**src/rtl/pwm_pkg.sv**
```systemverilog
package pwm_pkg;

    typedef enum logic [1:0] {
        ST_IDLE = 2'd0,
        ST_LEFT = 2'd1,
        ST_RISE = 2'd2,
        ST_FALL = 2'd3
    } pwm_state_e;

    // Mode word, bit 3 down to bit 0
    typedef struct packed {
        logic irq_en;    // bit 3
        logic upd_duty;  // bit 2: update targets duty (1) or period (0)
        logic act_low;   // bit 1: active level is low
        logic centre;    // bit 0: centre alignment
    } pwm_mode_t;

    localparam int MODE_W = $bits(pwm_mode_t);

    localparam logic [1:0] SEL_PRD  = 2'd0;
    localparam logic [1:0] SEL_DTY  = 2'd1;
    localparam logic [1:0] SEL_UPD  = 2'd2;
    localparam logic [1:0] SEL_MODE = 2'd3;

endpackage

```
**src/rtl/pwm_cfg.sv**
```systemverilog
module pwm_cfg
    import pwm_pkg::*;
#(
    parameter int CW = 16
) (
    input  logic          clk,
    input  logic          rst_n,
    input  logic          locked,
    input  logic          boundary,
    input  logic          wr_en,
    input  logic [1:0]    wr_sel,
    input  logic [CW-1:0] wr_data,
    output logic [CW-1:0] prd,
    output logic [CW-1:0] dty,
    output pwm_mode_t     mode,
    output logic          pend
);

    logic [CW-1:0] upd_val;
    logic          upd_wr;

    assign upd_wr = wr_en && (wr_sel == SEL_UPD);

    always_ff @(posedge clk or negedge rst_n) begin
        if (!rst_n) begin
            prd     <= '0;
            dty     <= '0;
            mode    <= '0;
            upd_val <= '0;
            pend    <= 1'b0;
        end else if (!locked) begin
            pend <= 1'b0;
            if (wr_en) begin
                unique case (wr_sel)
                    SEL_PRD:  prd  <= wr_data;
                    SEL_DTY:  dty  <= wr_data;
                    SEL_MODE: mode <= pwm_mode_t'(wr_data[MODE_W-1:0]);
                    default:  ;
                endcase
            end
        end else begin
            if (boundary && pend) begin
                if (mode.upd_duty) begin
                    dty <= upd_val;
                end else begin
                    prd <= upd_val;
                end
            end
            if (upd_wr) begin
                upd_val <= wr_data;
                pend    <= 1'b1;
            end else if (boundary) begin
                pend <= 1'b0;
            end
        end
    end

endmodule

```
**src/rtl/pwm_seq.sv**
```systemverilog
module pwm_seq
    import pwm_pkg::*;
#(
    parameter int CW = 16
) (
    input  logic          clk,
    input  logic          rst_n,
    input  logic          start,
    input  logic          stop,
    input  logic          tick,
    input  logic          centre,
    input  logic [CW-1:0] prd,
    output pwm_state_e    state,
    output logic [CW-1:0] cnt,
    output logic          boundary
);

    localparam logic [CW-1:0] ONE = CW'(1);

    pwm_state_e    nxt_state;
    logic [CW-1:0] nxt_cnt;
    logic [CW-1:0] prd_m1;
    logic          wrap;

    assign prd_m1 = prd - ONE;

    // State register
    always_ff @(posedge clk or negedge rst_n) begin
        if (!rst_n) begin
            state <= ST_IDLE;
            cnt   <= '0;
        end else begin
            state <= nxt_state;
            cnt   <= nxt_cnt;
        end
    end

    // Next-state and count
    always_comb begin
        nxt_state = state;
        nxt_cnt   = cnt;
        wrap      = 1'b0;
        unique case (state)
            ST_IDLE: begin
                nxt_cnt = '0;
                if (start) begin
                    nxt_state = centre ? ST_RISE : ST_LEFT;
                end
            end
            ST_LEFT: begin
                if (tick) begin
                    if (cnt == prd_m1) begin
                        nxt_cnt = '0;
                        wrap    = 1'b1;
                    end else begin
                        nxt_cnt = cnt + ONE;
                    end
                end
            end
            ST_RISE: begin
                if (tick) begin
                    if (cnt == prd_m1) begin
                        nxt_state = ST_FALL;
                    end else begin
                        nxt_cnt = cnt + ONE;
                    end
                end
            end
            ST_FALL: begin
                if (tick) begin
                    if (cnt == '0) begin
                        nxt_state = ST_RISE;
                        wrap      = 1'b1;
                    end else begin
                        nxt_cnt = cnt - ONE;
                    end
                end
            end
        endcase
        if (stop) begin
            nxt_state = ST_IDLE;
            nxt_cnt   = '0;
            wrap      = 1'b0;
        end
    end

    assign boundary = wrap;

endmodule

```
**src/rtl/pwm_out_stage.sv**
```systemverilog
module pwm_out_stage
    import pwm_pkg::*;
#(
    parameter int CW = 16
) (
    input  logic          clk,
    input  logic          rst_n,
    input  pwm_state_e    state,
    input  logic [CW-1:0] cnt,
    input  logic [CW-1:0] dty,
    input  logic          act_low,
    input  logic          irq_en,
    input  logic          boundary,
    input  logic          irq_ack,
    output logic          irq_flag,
    output logic          pwm_out,
    output logic          irq
);

    logic active;

    always_ff @(posedge clk or negedge rst_n) begin
        if (!rst_n) begin
            irq_flag <= 1'b0;
        end else if (boundary) begin
            irq_flag <= 1'b1;
        end else if (irq_ack) begin
            irq_flag <= 1'b0;
        end
    end

    // Output process
    always_comb begin
        active  = (state != ST_IDLE) && (cnt < dty);
        pwm_out = active ? ~act_low : act_low;
        irq     = irq_flag & irq_en;
    end

endmodule

```
**src/rtl/pwm_channel.sv**
```systemverilog
module pwm_channel
    import pwm_pkg::*;
#(
    parameter int CW = 16
) (
    input  logic          clk,
    input  logic          rst_n,
    input  logic          tick,
    input  logic          start,
    input  logic          stop,
    input  logic          wr_en,
    input  logic [1:0]    wr_sel,
    input  logic [CW-1:0] wr_data,
    input  logic          irq_ack,
    output logic          pwm_out,
    output logic          irq
);

    pwm_state_e    state;
    logic [CW-1:0] cnt;
    logic [CW-1:0] prd;
    logic [CW-1:0] dty;
    pwm_mode_t     mode;
    logic          pend;
    logic          boundary;
    logic          locked;
    logic          irq_flag;

    assign locked = (state != ST_IDLE) && !stop;

    pwm_cfg #(.CW(CW)) u_cfg (
        .clk      (clk),
        .rst_n    (rst_n),
        .locked   (locked),
        .boundary (boundary),
        .wr_en    (wr_en),
        .wr_sel   (wr_sel),
        .wr_data  (wr_data),
        .prd      (prd),
        .dty      (dty),
        .mode     (mode),
        .pend     (pend)
    );

    pwm_seq #(.CW(CW)) u_seq (
        .clk      (clk),
        .rst_n    (rst_n),
        .start    (start),
        .stop     (stop),
        .tick     (tick),
        .centre   (mode.centre),
        .prd      (prd),
        .state    (state),
        .cnt      (cnt),
        .boundary (boundary)
    );

    pwm_out_stage #(.CW(CW)) u_out (
        .clk      (clk),
        .rst_n    (rst_n),
        .state    (state),
        .cnt      (cnt),
        .dty      (dty),
        .act_low  (mode.act_low),
        .irq_en   (mode.irq_en),
        .boundary (boundary),
        .irq_ack  (irq_ack),
        .irq_flag (irq_flag),
        .pwm_out  (pwm_out),
        .irq      (irq)
    );

endmodule

```
**config.mk**
```make
export PLATFORM = sky130hd
export DESIGN_NAME = pwm_channel
export DESIGN_NICKNAME = d
export VERILOG_FILES = /design/src/rtl/pwm_pkg.sv /design/src/rtl/pwm_cfg.sv /design/src/rtl/pwm_seq.sv /design/src/rtl/pwm_out_stage.sv /design/src/rtl/pwm_channel.sv
export SDC_FILE = /design/constraint.sdc
export NUM_CORES = 1
export LEC_CHECK = 0
export ABC_AREA = 1
export CAP_MARGIN = 15
export CORE_MARGIN = 10
export CORE_UTILIZATION = 45
export DETAILED_ROUTE_END_ITERATION = 10
export PLACE_DENSITY_LB_ADDON = 0.12
export SLEW_MARGIN = 20
export SYNTH_ARGS = -nofsm -noshare
export SYNTH_HDL_FRONTEND = slang
export SYNTH_HIERARCHICAL = 1
export SYNTH_SLANG_ARGS = --single-unit
```
**constraint.sdc**
```tcl
create_clock -name clk -period 5.25 [get_ports clk]
set_input_delay 1.575 -clock clk [delete_from_list [all_inputs] [get_ports clk]]
set_output_delay 1.575 -clock clk [all_outputs]
set_load 0.1 [all_outputs]
```
==> reports/metrics.cfg, run 1 <==
[timing]
setup_tns_ps = 0
tightest_slew_ps = 990
drv_slew = 0
max_freq_mhz = 265
hold_viol_final = 0
finalClockSkew_ps = 5.90
slew-limit-headroom = 0.338
period_minus_slack_ps = 3770
setup_viol = 0
period_share = 0.718
rsz0062_at_grt = no

[yosys]
syn_area_sq_um = 5510
synth_seq_cells = 72
yosysSeqAreaShare = 0.327
netlist.area_leader.share = 0.327
async_flop_share = 1.00
yosysUniqueCellTypes = 42
syn_area_per_cell_sq_um = 6.80
synth-main-ff-cell = dfrtp_1
syn_nets = 858
ys_warn_count = 6
netlist_instances = 810
synth_top_cell_by_area = dfrtp_1
synthTopCellsByArea = dfrtp_1 (33%), nand2_1 (19%), inv_1 (6.7%), nand3_1 (6.2%), o21ai_0 (5.5%)
synth_edf_count = 0

[final_layout]
areaGrowthSynthToFinish_pct = 10.4
nets = 870
design_area_sq_um = 6080
utilization = 0.506
drive_above_1_share = 0.0992
layout_commonest_cell = nand2_1
final_cell_mix = nand2_1 (279), inv_1 (98), dfrtp_1 (72)
diodes = 0

[power_and_ir_drop]
vdd_drop_max_v = 0.000228
power_frac_clock = 0.189
comb_power_share = 0.519
sw_frac_of_total = 0.480
seqPwrFrac = 0.292
p_leak_nw = 3.27
pwr_density_cell_nw_per_um2 = 550
switchingPower_w = 0.00161
internal_power_w = 0.00174

[worst_setup_path]
r2r_slack_ps = 2060
crit_top_cell = nand2_1
crit_type = register to output pin
crit_family = flip-flops
cpPeakStageDelay_ps = 610
worst_ep_arrival_time_ps = 2190
required_ps = 3680
crit_chain = ha_1 > a21oi_1 > nor2_1 > nor3_2 > nand2_1 > nand2_1 > nand3_1 > nand2_1 > buf_4
path_max_fanout = 8
slowest_stage = dfrtp_1
cp-start-kind = register
end_kind = output pin
crit_buf_inv = 1

[place]
dpl_cell_area_sq_um = 5780
placement.io_buffers = 26
dp_hpwl_microns = 10900
globalplace.congestion = 0.881

[route]
drt-pass1-iter-count = 7
via_count = 5042
via_per_inst = 5.18
wl_microns = 14700
drtAntennaViolNets = 0
drtIter0Drc = 329
drc = 0
wl_per_cell_microns = 15.1

[global_routing]
first_global_vias = 4792
grt-ovfl-total = 0
grt_max_degree = 73
antenna_found_initial = 0
track_usage = 0.178
grt_pass1_wl_microns = 23800

[outcome]
status = complete, no violations

[clocking]
htreeDepth = 3
hold_buffers = 0
ctsLongestPathBuffers = 2
cts_sinks = 72
clockRootBuffer = clkbuf_16
cts_setup_buffers = 0
numCtsBuffers = 9
cts_tree = yes
clk_latency_ps = 340
cts_resized = 0
cts.clk_slew.worst_paths_ps = 60

[die]
die_w_microns = 131
pin_count = 27
fp.dieH_microns = 131
die-area_sq_um = 17100
coreArea_sq_um = 12000
start_util = 0.459
rows = 40

[job]
max-cap-violations = 0

[worst_hold_path]
hold_class = register to register

[per-stage QoR]
step / hold WS (ps) / power, W / instances / setup slack, ps
CTS: 473 / 0.00336 / 974 / 1460
finish: 472 / 0.00335 / 974 / 1480
floorplan: 442 / 0.00234 / 810 / 1860
global route: 495 / 0.00365 / 974 / 1370
global placement: 461 / 0.00266 / 958 / 1370
detailed placement: 459 / 0.00271 / 958 / 1310
[path summary, 6_finish.rpt]
path	from	to	cells after the start
worst min-delay path	u_cfg/dty[11]$_DFFE_PN0P_	u_cfg/dty[11]$_DFFE_PN0P_	2
min in group asynchronous	rst_n	u_seq/cnt[13]$_DFFE_PN0P_	1
worst max register to register	u_cfg/prd[0]$_DFFE_PN0P_	u_cfg/prd[8]$_DFFE_PN0P_	17
worst min register to register	u_cfg/dty[11]$_DFFE_PN0P_	u_cfg/dty[11]$_DFFE_PN0P_	2
max in group asynchronous	rst_n	u_seq/state[1]$_DFFE_PN0P_	1
worst max-delay path	u_seq/cnt[5]$_DFFE_PN0P_	pwm_out	9
[cells in the mapped netlist, types with 5 or more instances]
cell / n
a21oi_1: 20
buf_2: 10
buf_6: 5
dfrtp_1: 72
ha_1: 23
inv_1: 98
inv_2: 7
nand2_1: 279
nand2_2: 20
nand2_4: 6
nand3_1: 68
nand3_2: 5
nand3b_1: 6
nand4_1: 9
nor2_1: 53
nor2_2: 9
nor2_4: 5
o21ai_0: 60
xor2_1: 15
[power groups by stage]
stage          clock (W)  sequential (W)  combinational (W)
6_report        0.000632        0.000976            0.00174
5_1_grt         0.000676         0.00101            0.00197
4_1_cts         0.000648        0.000976            0.00173
3_5_place_dp           0        0.000984            0.00172
3_3_place_gp           0        0.000979            0.00168
2_1_floorplan          0        0.000903            0.00144
[registers in the layout, summed over array words and instances, names as in the netlist]
signal / cells
u_cfg/dty: 16
u_cfg/mode: 4
u_cfg/pend: 1
u_cfg/prd: 16
u_cfg/upd_val: 16
u_out/irq_flag: 1
u_seq/cnt: 16
u_seq/state: 2
[metal layers]
layer	track usage	part of all wire	up-vias
met5	0	0	-
met4	0.0491	0.013	0
met3	0.0379	0.045	14
met2	0.312	0.49	122
met1	0.214	0.45	2337
li1	-	-	2569
[final cells by class]
cell class / count / area [sq um]
Clock inverter: 4 / 51.3
Timing Repair Buffer: 27 / 263
Multi-Input combinational cell: 605 / 3120
Tap cell: 147 / 184
Fill cell: 1249 / 5930
Inverter: 107 / 407
Clock buffer: 12 / 256
Sequential cell: 72 / 1800
[cells by family after synthesis]
kind of cell	Yosys count	share of synthesized area
buffers and inverters	133	0.107
adders and majority gates	23	0.0522
and+or+nand+nor	474	0.395
AOI/OAI and AO/OA	87	0.0824
DFF	72	0.327
xor gates and xnor gates	21	0.0361
[worst min-delay path: cells and delay by family (launching register included)]
kind | cells | cell delay [ps]
DFF | 1 | 340
and+or+nand+nor | 2 | 90
Note: power is estimated with default switching activity, not from simulation.
==> run 2: changes to the inputs <==
clock period = 3.15 ns   (was 5.25 ns; I/O delays follow)
==> run 2 against run 1 <==
  * Core utilization is 1.3 points higher
  * Via count rose by 0.24%
  * Hold slack improved by 2.2 ps
  * Sequential power is 65% higher
  * Sequential share of layout area decreased by 0.68 points
  * Die area unchanged
  * Clock skew grew 0.67 ps
  * Critical path type unchanged
  * Largest cell class unchanged
==> reports/metrics.cfg, run 2 (same netlist as run 1, synthesis figures left out) <==
[power_and_ir_drop]
pwr_density_cell_nw_per_um2 = 929
power.total_w = 0.00579
p_leak_nw = 3.35
vdd_drop_max_v = 0.000493

[timing]
rsz0062_at_grt = no
setup_tns_ps = 0
max_freq_mhz = 330
setup_viol = 0
slew-limit-headroom = 0.612
tightest_slew_ps = 582
finalClockSkew_ps = 6.56
period_share = 0.962
hold_viol_final = 0
period_minus_slack_ps = 3030
drv_slew = 0

[global_routing]
antenna_found_initial = 0
first_global_vias = 4915
grt_pass1_wl_microns = 23900
grt-ovfl-total = 0
grt_max_degree = 43
track_usage = 0.176

[clocking]
cts.clk_slew.worst_paths_ps = 60
clk_latency_ps = 340
htreeDepth = 3
hold_buffers = 0
cts_tree = yes
clockRootBuffer = clkbuf_16
ctsLongestPathBuffers = 2
cts_sinks = 72
numCtsBuffers = 9

[route]
via_count = 5054
wl_microns = 14200
drc = 0
wl_per_cell_microns = 14.5
via_per_inst = 5.13
drtAntennaViolNets = 0
drtIter0Drc = 363
drt-pass1-iter-count = 6

[worst_setup_path]
worst_ep_arrival_time_ps = 2080
crit_family = simple AND/OR/NAND/NOR gates
crit_buf_inv = 2
slowest_stage = dfrtp_1
path_max_fanout = 8
cp-start-kind = register
end_kind = output pin
crit_top_cell = nand2_1
cpPeakStageDelay_ps = 500
required_ps = 2200
crit_type = register to output pin
crit_chain = ha_1 > nand2_1 > inv_4 > nand2_1 > nand2_1 > nand2_1 > nand2_1 > nand2_1 > nand2_1 > nand2_1 > nand2_1 > buf_12

[worst_hold_path]
hold_class = register to register

[die]
start_util = 0.459
coreArea_sq_um = 12000
fp.dieH_microns = 131
die_w_microns = 131
die-area_sq_um = 17100
rows = 40
pin_count = 27

[final_layout]
layout_commonest_cell = nand2_1
areaGrowthSynthToFinish_pct = 13.2
final_cell_mix = nand2_1 (279), inv_1 (98), dfrtp_1 (70)
drive_above_1_share = 0.116
diodes = 0
nets = 881

[place]
dp_hpwl_microns = 11000
placement.io_buffers = 26
globalplace.congestion = 0.875

[outcome]
status = complete, no violations

[job]
max-cap-violations = 0

-- run 2: cell count changes in the layout (fill, tap and decap cells not counted), moves of 2 or more --
cell	before	now
buf_4	3	12
buf_12	0	2
bufinv_16	1	3
clkbuf_8	2	0
clkinv_4	0	2
dfrtp_1	72	70
dfrtp_2	0	2
-- run 2: tightest hold or removal path, stage by stage, from the launching register on --
cell     delay [ps]
dfrtp_1         340
nand2_1          50
nand2_1          50
-- run 2: what timing repair did --
item                                    in CTS  in global routing
gates resized for setup                      0                  4
endpoints found under the setup margin       0                 25
setup buffers                                0                  2
-- run 2: final timing paths --
check                                               start                         to  slack, ps  cells after the start
worst max-delay path             u_seq/cnt[3]$_DFFE_PN0P_                    pwm_out        120                     12
worst min-delay path            u_cfg/dty[15]$_DFFE_PN0P_  u_cfg/dty[15]$_DFFE_PN0P_        470                      2
worst max register to register   u_cfg/prd[0]$_DFFE_PN0P_   u_cfg/prd[4]$_DFFE_PN0P_        350                     17
worst min register to register  u_cfg/dty[15]$_DFFE_PN0P_  u_cfg/dty[15]$_DFFE_PN0P_        470                      2
max in group asynchronous                           rst_n  u_cfg/prd[13]$_DFFE_PN0P_       1970                      2
min in group asynchronous                           rst_n   u_seq/cnt[3]$_DFFE_PN0P_        600                      1
-- run 2: final cells by class --
type                            count  area, sq um
Inverter                          107          407
Timing Repair Buffer               38          372
Tap cell                          147          184
Multi-Input combinational cell    605         3120
Clock inverter                      6          116
Sequential cell                    72         1800
Fill cell                        1212         5780
Clock buffer                       10          229
-- run 2: per-layer routing --
| layer | track usage | up-vias | part of all wire |
|---|---|---|---|
| li1 | - | 2586 | - |
| met1 | 0.212 | 2331 | 0.46 |
| met2 | 0.298 | 111 | 0.48 |
| met3 | 0.0419 | 26 | 0.039 |
| met4 | 0.0680 | 0 | 0.027 |
| met5 | 0 | - | 0 |
-- run 2: power breakdown --
part | internal, W | switching (W)
registers | 0.00127 | 0.000343
clock network | 0.000779 | 0.000411
logic | 0.00103 | 0.00196
-- run 2: per-stage QoR --
stage | hold WS [ps] | instances | utilization | cell area, sq um | setup slack [ps]
after detailed placement | 466 | 967 | 0.488 | 5870 | 231
final | 474 | 985 | 0.519 | 6240 | 120
after CTS | 481 | 983 | 0.517 | 6210 | 71.3
after global placement | 457 | 967 | 0.488 | 5870 | 316
after global routing | 498 | 985 | 0.519 | 6240 | 13.4
after floorplan | 442 | 810 | - | 5510 | 387
==> run 3: changes to the inputs <==
SKIP_LAST_GASP = 1   (was default)
==> results of run 3 <==
Final layout, timing and power as in run 2 (identical DEF).
